==> src/rtl/sdram_trk_pkg.sv <==
package sdram_trk_pkg;
  // Bank counts the tracker is meant for; the top checks its parameter against this.
  localparam int unsigned TRK_MAX_BANKS = 8;

  // Update request for one bank slot, built by the top from the acknowledges.
  typedef struct packed {
    logic open_set;   // ACTIVE acknowledged for this bank
    logic open_clr;   // PRECHARGE or precharge-all acknowledged
  } trk_upd_t;
endpackage

==> src/rtl/trk_bank_slot.sv <==
module trk_bank_slot #(
  parameter int unsigned ROW_W = 13
) (
  input  logic                 clk,
  input  logic                 rst_n,
  input  sdram_trk_pkg::trk_upd_t upd,
  input  logic [ROW_W-1:0]     row_in,
  output logic                 is_open,
  output logic [ROW_W-1:0]     open_row
);
  logic             open_q, open_d;
  logic [ROW_W-1:0] row_q, row_d;
  logic             row_en;

  // Closes apply first, an ACTIVE in the same cycle wins.
  always_comb begin
    open_d = open_q;
    if (upd.open_clr) open_d = 1'b0;
    if (upd.open_set) open_d = 1'b1;
  end

  assign row_en = upd.open_set;

  always_comb begin
    row_d = row_q;
    if (row_en) row_d = row_in;
  end

  always_ff @(posedge clk or negedge rst_n) begin
    if (!rst_n) open_q <= 1'b0;
    else        open_q <= open_d;
  end

  always_ff @(posedge clk or negedge rst_n) begin
    if (!rst_n)      row_q <= '0;
    else if (row_en) row_q <= row_d;
  end

  assign is_open  = open_q;
  assign open_row = row_q;

  // an acknowledged ACTIVE opens the slot with the supplied row
  assert_set_opens_R6: assert property (@(posedge clk) disable iff (!rst_n)
    upd.open_set |=> (is_open && open_row == $past(row_in)));

  // a close without a simultaneous ACTIVE leaves the slot closed
  assert_clr_closes_R7: assert property (@(posedge clk) disable iff (!rst_n)
    (upd.open_clr && !upd.open_set) |=> !is_open);

  // the stored row moves only on an ACTIVE
  assert_row_hold_R6: assert property (@(posedge clk) disable iff (!rst_n)
    !upd.open_set |=> $stable(open_row));
endmodule

==> src/rtl/trk_decide.sv <==
module trk_decide #(
  parameter int unsigned NUM_BANKS = 4,
  parameter int unsigned ROW_W     = 13,
  localparam int unsigned BANK_W   = (NUM_BANKS > 1) ? $clog2(NUM_BANKS) : 1
) (
  input  logic                       req_valid,
  input  logic [BANK_W-1:0]          req_bank,
  input  logic [ROW_W-1:0]           req_row,
  input  logic                       ref_req,
  input  logic [NUM_BANKS-1:0]       bank_open,
  input  logic [NUM_BANKS*ROW_W-1:0] bank_rows,
  output logic                       need_act,
  output logic                       need_pre,
  output logic                       need_pre_all
);
  logic             sel_open;
  logic [ROW_W-1:0] sel_row;
  logic             row_match;

  always_comb begin
    sel_open = bank_open[req_bank];
    sel_row  = bank_rows[req_bank*ROW_W +: ROW_W];
  end

  assign row_match    = sel_open && (sel_row == req_row);
  assign need_act     = req_valid && !row_match;
  assign need_pre     = req_valid && sel_open && !row_match;
  assign need_pre_all = ref_req && (|bank_open);

  always_comb begin
    // a precharge is always followed by an activation
    assert_pre_implies_act_R4: assert (!need_pre || need_act);
    // no request, no access commands
    assert_idle_quiet_R11: assert (req_valid || (!need_act && !need_pre));
    // nothing to close when every bank is idle
    assert_refresh_idle_R5: assert (|bank_open || !need_pre_all);
  end
endmodule

==> src/rtl/sdram_row_tracker.sv <==
module sdram_row_tracker #(
  parameter int unsigned NUM_BANKS = 4,
  parameter int unsigned ROW_W     = 13,
  localparam int unsigned BANK_W   = (NUM_BANKS > 1) ? $clog2(NUM_BANKS) : 1
) (
  input  logic              clk,
  input  logic              rst_n,
  input  logic              req_valid,
  input  logic [BANK_W-1:0] req_bank,
  input  logic [ROW_W-1:0]  req_row,
  input  logic              ref_req,
  input  logic              ack_act,
  input  logic              ack_pre,
  input  logic              ack_pre_all,
  input  logic [BANK_W-1:0] ack_bank,
  input  logic [ROW_W-1:0]  ack_row,
  output logic              need_act,
  output logic              need_pre,
  output logic              need_pre_all
);
  import sdram_trk_pkg::*;

  logic [NUM_BANKS-1:0]       bank_open;
  logic [NUM_BANKS*ROW_W-1:0] bank_rows;
  trk_upd_t                   upd [NUM_BANKS];

  initial begin
    assert_bank_count_cfg: assert (NUM_BANKS <= TRK_MAX_BANKS && (NUM_BANKS & (NUM_BANKS - 1)) == 0);
  end

  for (genvar b = 0; b < NUM_BANKS; b++) begin : g_bank
    always_comb begin
      upd[b].open_set = ack_act && (ack_bank == BANK_W'(b));
      upd[b].open_clr = ack_pre_all || (ack_pre && (ack_bank == BANK_W'(b)));
    end

    trk_bank_slot #(.ROW_W(ROW_W)) u_slot (
      .clk      (clk),
      .rst_n    (rst_n),
      .upd      (upd[b]),
      .row_in   (ack_row),
      .is_open  (bank_open[b]),
      .open_row (bank_rows[b*ROW_W +: ROW_W])
    );
  end

  trk_decide #(.NUM_BANKS(NUM_BANKS), .ROW_W(ROW_W)) u_decide (
    .req_valid    (req_valid),
    .req_bank     (req_bank),
    .req_row      (req_row),
    .ref_req      (ref_req),
    .bank_open    (bank_open),
    .bank_rows    (bank_rows),
    .need_act     (need_act),
    .need_pre     (need_pre),
    .need_pre_all (need_pre_all)
  );

  // precharge-all without an ACTIVE leaves no bank open
  assert_pre_all_clears_R8: assert property (@(posedge clk) disable iff (!rst_n)
    (ack_pre_all && !ack_act) |=> ($countones(bank_open) == 0));

  // ACTIVE beside a precharge-all leaves exactly its own bank open
  assert_act_wins_R9: assert property (@(posedge clk) disable iff (!rst_n)
    (ack_pre_all && ack_act) |=> ($countones(bank_open) == 1));

  // single-bank precharge never opens anything
  assert_pre_no_growth_R7: assert property (@(posedge clk) disable iff (!rst_n)
    (ack_pre && !ack_act && !ack_pre_all) |=>
      ($countones(bank_open) <= $past($countones(bank_open))));
endmodule

==> config.mk <==
export PLATFORM = sky130hd
export DESIGN_NAME = sdram_row_tracker
export DESIGN_NICKNAME = d
export VERILOG_FILES = /design/src/rtl/sdram_trk_pkg.sv /design/src/rtl/trk_bank_slot.sv /design/src/rtl/trk_decide.sv /design/src/rtl/sdram_row_tracker.sv
export SDC_FILE = /design/constraint.sdc
export NUM_CORES = 1
export LEC_CHECK = 0
export BUFFER_PORTS_ARGS = -buffer_cell sky130_fd_sc_hd__buf_2
export CAP_MARGIN = 20
export CORE_MARGIN = 2
export CORE_UTILIZATION = 50
export CTS_BUF_LIST = sky130_fd_sc_hd__clkbuf_8
export DETAILED_ROUTE_END_ITERATION = 10
export GPL_TIMING_DRIVEN = 0
export HOLD_SLACK_MARGIN = 0.06
export PLACE_DENSITY_LB_ADDON = 0.08
export SLEW_MARGIN = 20
export SYNTH_ARGS = -nofsm -noshare
export SYNTH_HDL_FRONTEND = slang
export SYNTH_SLANG_ARGS = --single-unit
==> constraint.sdc <==
create_clock -name clk -period 1.6 [get_ports clk]
set_input_delay 0 -clock clk [delete_from_list [all_inputs] [get_ports clk]]
set_output_delay 0 -clock clk [all_outputs]
set_load 0.02 [all_outputs]
==> results by group <==
Run status
  • Run status: complete, but fails checks
  • Failing checks: negative setup slack

Final layout
  • Design area: around 0.0033 mm2
  • Layout cell share with drive strength beyond 1: 25.1%
  • Final nets: between 200 and 300
  • Area grow syn2layout: 20.6%
  • Post-Layout Cell Count: 317
  • N_diodes: 0

Routing
  • Post-route DRC: 0
  • Routed len/inst: 17.8 um
  • Vias per cell: around 5.5
  • WL final: approximately 5700 um
  • Detailed Routing Iterations Pass 1: 4
  • Post-route ant nets: 0
  • DR iter-0 viols: 110
  • Via count: 1733

Critical path
  • CP peak stage delay: ~0.5 ns
  • Top delay family on crit path: compound AO/OA/AOI/OAI gates
  • Data required, critical path: 1.60 ns
  • CP bufs+invs: 1
  • Worst path cell trace: mux4_2 > xnor2_2 > nand3_2 > a2111oi_4 > a31oi_2 > buf_4
  • Arrival time worst endpoint: 2.20 ns
  • Critical-path top delay cell: mux4_2
  • Critical Path Fanout Max: 2
  • Startpoint types: register
  • WS Path Type: reg2out
  • Worst setup EP type: primary output

Floorplanning
  • Core area: 0.00517 mm2
  • Num rows: 26
  • Die height: 77.5 um
  • Starting Density: between 50% and 60%
  • Io pins: 40
  • Die width: 77.5 um
  • Die area: ~0.0060 mm2

Yosys
  • Register bit total from synthesis: 56
  • Synth Area in Adders: 0%
  • Syn Area/Cell: 14.6 um2
  • Mapped Cells: 185
  • Synth Area in Simple Gates: 4.17%
  • Synth async-reset ratio: 100%
  • Dominant cell by count in the synthesized netlist: dfrtp_1
  • Post-synth EDFFs: 0
  • Synth Area in Compound Gates: 3.43%
  • Post-synthesis mux area share: between 30% and 40%
  • Synth top area cells: dfrtp_1 52%, mux2_1 22%, mux4_2 5.8%
  • Post-synth top area cell: dfrtp_1
  • Net count of the mapped netlist: 222
  • Cell area after synthesis: 0.00270 mm2
  • Distinct cell type count after synthesis: 26
  • Ys Warns: 0
  • Commonest cells in the netlist: 56 x dfrtp_1, 52 x mux2_1, 10 x xnor2_1
  • Top FF cell, synth: dfrtp_1
  • Seq/Total Area, Yosys: 51.9%
  • XOR/XNOR Fraction of Synth Area: 4.55%
  • Largest family of logic cells by synthesized area: multiplexers
  • Synth top area share: 51.9%

STA
  • Hold WS: 0.0823 ns
  • Final-report setup violation count: 2
  • Minimum clock period: between 2 and 2.5 ns
  • RSZ-0062 raised after global routing: yes
  • Worst slew margin: 51.6%
  • Final WS setup: -0.603 ns
  • Tcrit/Tclk final: 138%
  • Fin Clk Skew: 0 ns
  • Worst Max-Slew Pin Slew: 0.726 ns
  • Final hold vios: 0
  • Final Slew Violations: 0
  • F_max: between 0.4 and 0.5 GHz

Clock network
  • Worst skew pair latency: 0.30 ns
  • H-tree lvl count: 2
  • # Post-CTS Setup Buffers: 0
  • Clock sink total: 56
  • Num CTS Buffers: 5
  • CTS tree: yes
  • Max Root-Sink Buffers: 2
  • Clk slew on worst S/H paths: 0.09 ns
  • CTS root buffer: clkbuf_8

GRT
  • Total Routing Usage GR: between 20% and 30%
  • Most Crowded Layer GR: met2
  • GR Overflow Total: 0
  • Met2 GRT Util: 36.3%
  • Met3 Use GR: 4.77%
  • GR Layer Usage met1: a little over a quarter
  • Vias in the first global route: between 1.5k and 2k
  • Antenna violations before repair: 0
  • Largest net degree at the start of global routing: between 50 and 60
  • First-pass GRT wire length: a little under 10000 um

Power and ir drop
  • Max IR drop VDD: 0.642 mV
  • PwrDens: 1010 mW/mm2
  • LEAKAGE: 1.44 nW

Place
  • Pre-CTS worst setup slack: -0.346 ns
  • RePlAce Congestion: 0.790
  • DP Wirelength: 4110 um
  • # port buffers: 37
  • Inst Count DP: 292
  • Placed cell area: roughly 0.003 mm2

Flow run
  • Max Cap Viol: 0

Hold path
  • Min-delay worst type: in2reg
## final cells by class
cell class,instances,area [um2]
Inverter,2,7.51
Clock inverter,2,7.51
Clock buffer,6,82.6
Buffer,9,48.8
Multi-Input combinational cell,118,1260
Fill cell,404,1920
Sequential cell,56,1400
Timing Repair Buffer,54,360
Tap cell,70,87.6
## registers in the layout (all words and copies together) (netlist names)
register / cells
g_bank.u_slot.open_row: 52
g_bank.u_slot.is_open: 4
## layer usage
metal  vias to the layer above  wire length (um)
met2                        45              2940
met5                         -                 0
met1                       883              2360
met3                         8               267
li1                        797                 -
met4                         0                87
## tightest hold or removal path: stages
cell	delay (ns)
buf_2	0.13
nand3_1	0.08
nand3_1	0.08
nand2_1	0.05
## power breakdown
group / total [mW] / switching, mW / internal (mW)
logic: 0.728 / 0.322 / 0.406
registers: 1.80 / 0.130 / 1.67
clock network: 0.756 / 0.415 / 0.341
## logic make-up (layout without fill, tap and decap cells)
family	count (synthesis)	count (layout)
mux	71	71
flops	56	56
simple gates	23	23
xor+xnor	14	14
buf+inv	11	73
compound gates	10	10
## metrics by stage
step | total power, mW | util, % | setup TNS (ns)
5_1_grt | 3.49 | 62.9 | -1.43
3_5_place_dp | 2.52 | 57.6 | -0.690
2_1_floorplan | 2.27 | - | -0.0676
3_3_place_gp | 2.45 | 57.5 | -0.624
6_report | 3.28 | 62.9 | -1.18
4_1_cts | 3.34 | 62.9 | -1.25
## worst paths after layout
path / start / slack (ns) / cells after the start / endpoint
max reg2reg: g_bank[1].u_slot.is_open / 0.35 / 3 / g_bank[1].u_slot.is_open
min in group asynchronous: rst_n / 0.27 / 2 / g_bank[3].u_slot.open_row[7]
max in group asynchronous: rst_n / 0.85 / 2 / g_bank[0].u_slot.open_row[10]
min reg2reg: g_bank[1].u_slot.open_row[5] / 0.49 / 1 / g_bank[1].u_slot.open_row[5]
min: ack_bank[0] / 0.08 / 4 / g_bank[3].u_slot.is_open
max: g_bank[3].u_slot.open_row[4] / -0.60 / 6 / need_act
## what timing repair did
item / CTS / global route
resized for setup: 5 / 1
endpoints found under the setup margin: 2 / 2
pin swaps: 2 / 1
hold buffers: 17 / 0
endpoints found under the hold margin: 112 / 0
## cell usage in the layout (no fill, tap or decap), types with 2 or more instances in the layout
cell type,netlist,layout
xnor2_2,0,2
nor2_1,3,3
mux2i_1,9,9
inv_1,2,4
buf_4,1,3
o21ai_0,3,3
nand3_1,6,5
dfrtp_1,56,56
mux2_1,52,52
nand2_1,8,8
nand3b_1,4,4
clkbuf_8,0,6
clkbuf_1,4,4
dlygate4sd3_1,0,17
mux4_2,7,9
buf_2,3,38
xor2_1,4,4
xnor2_1,10,8
(Power assumes the default switching activity.)
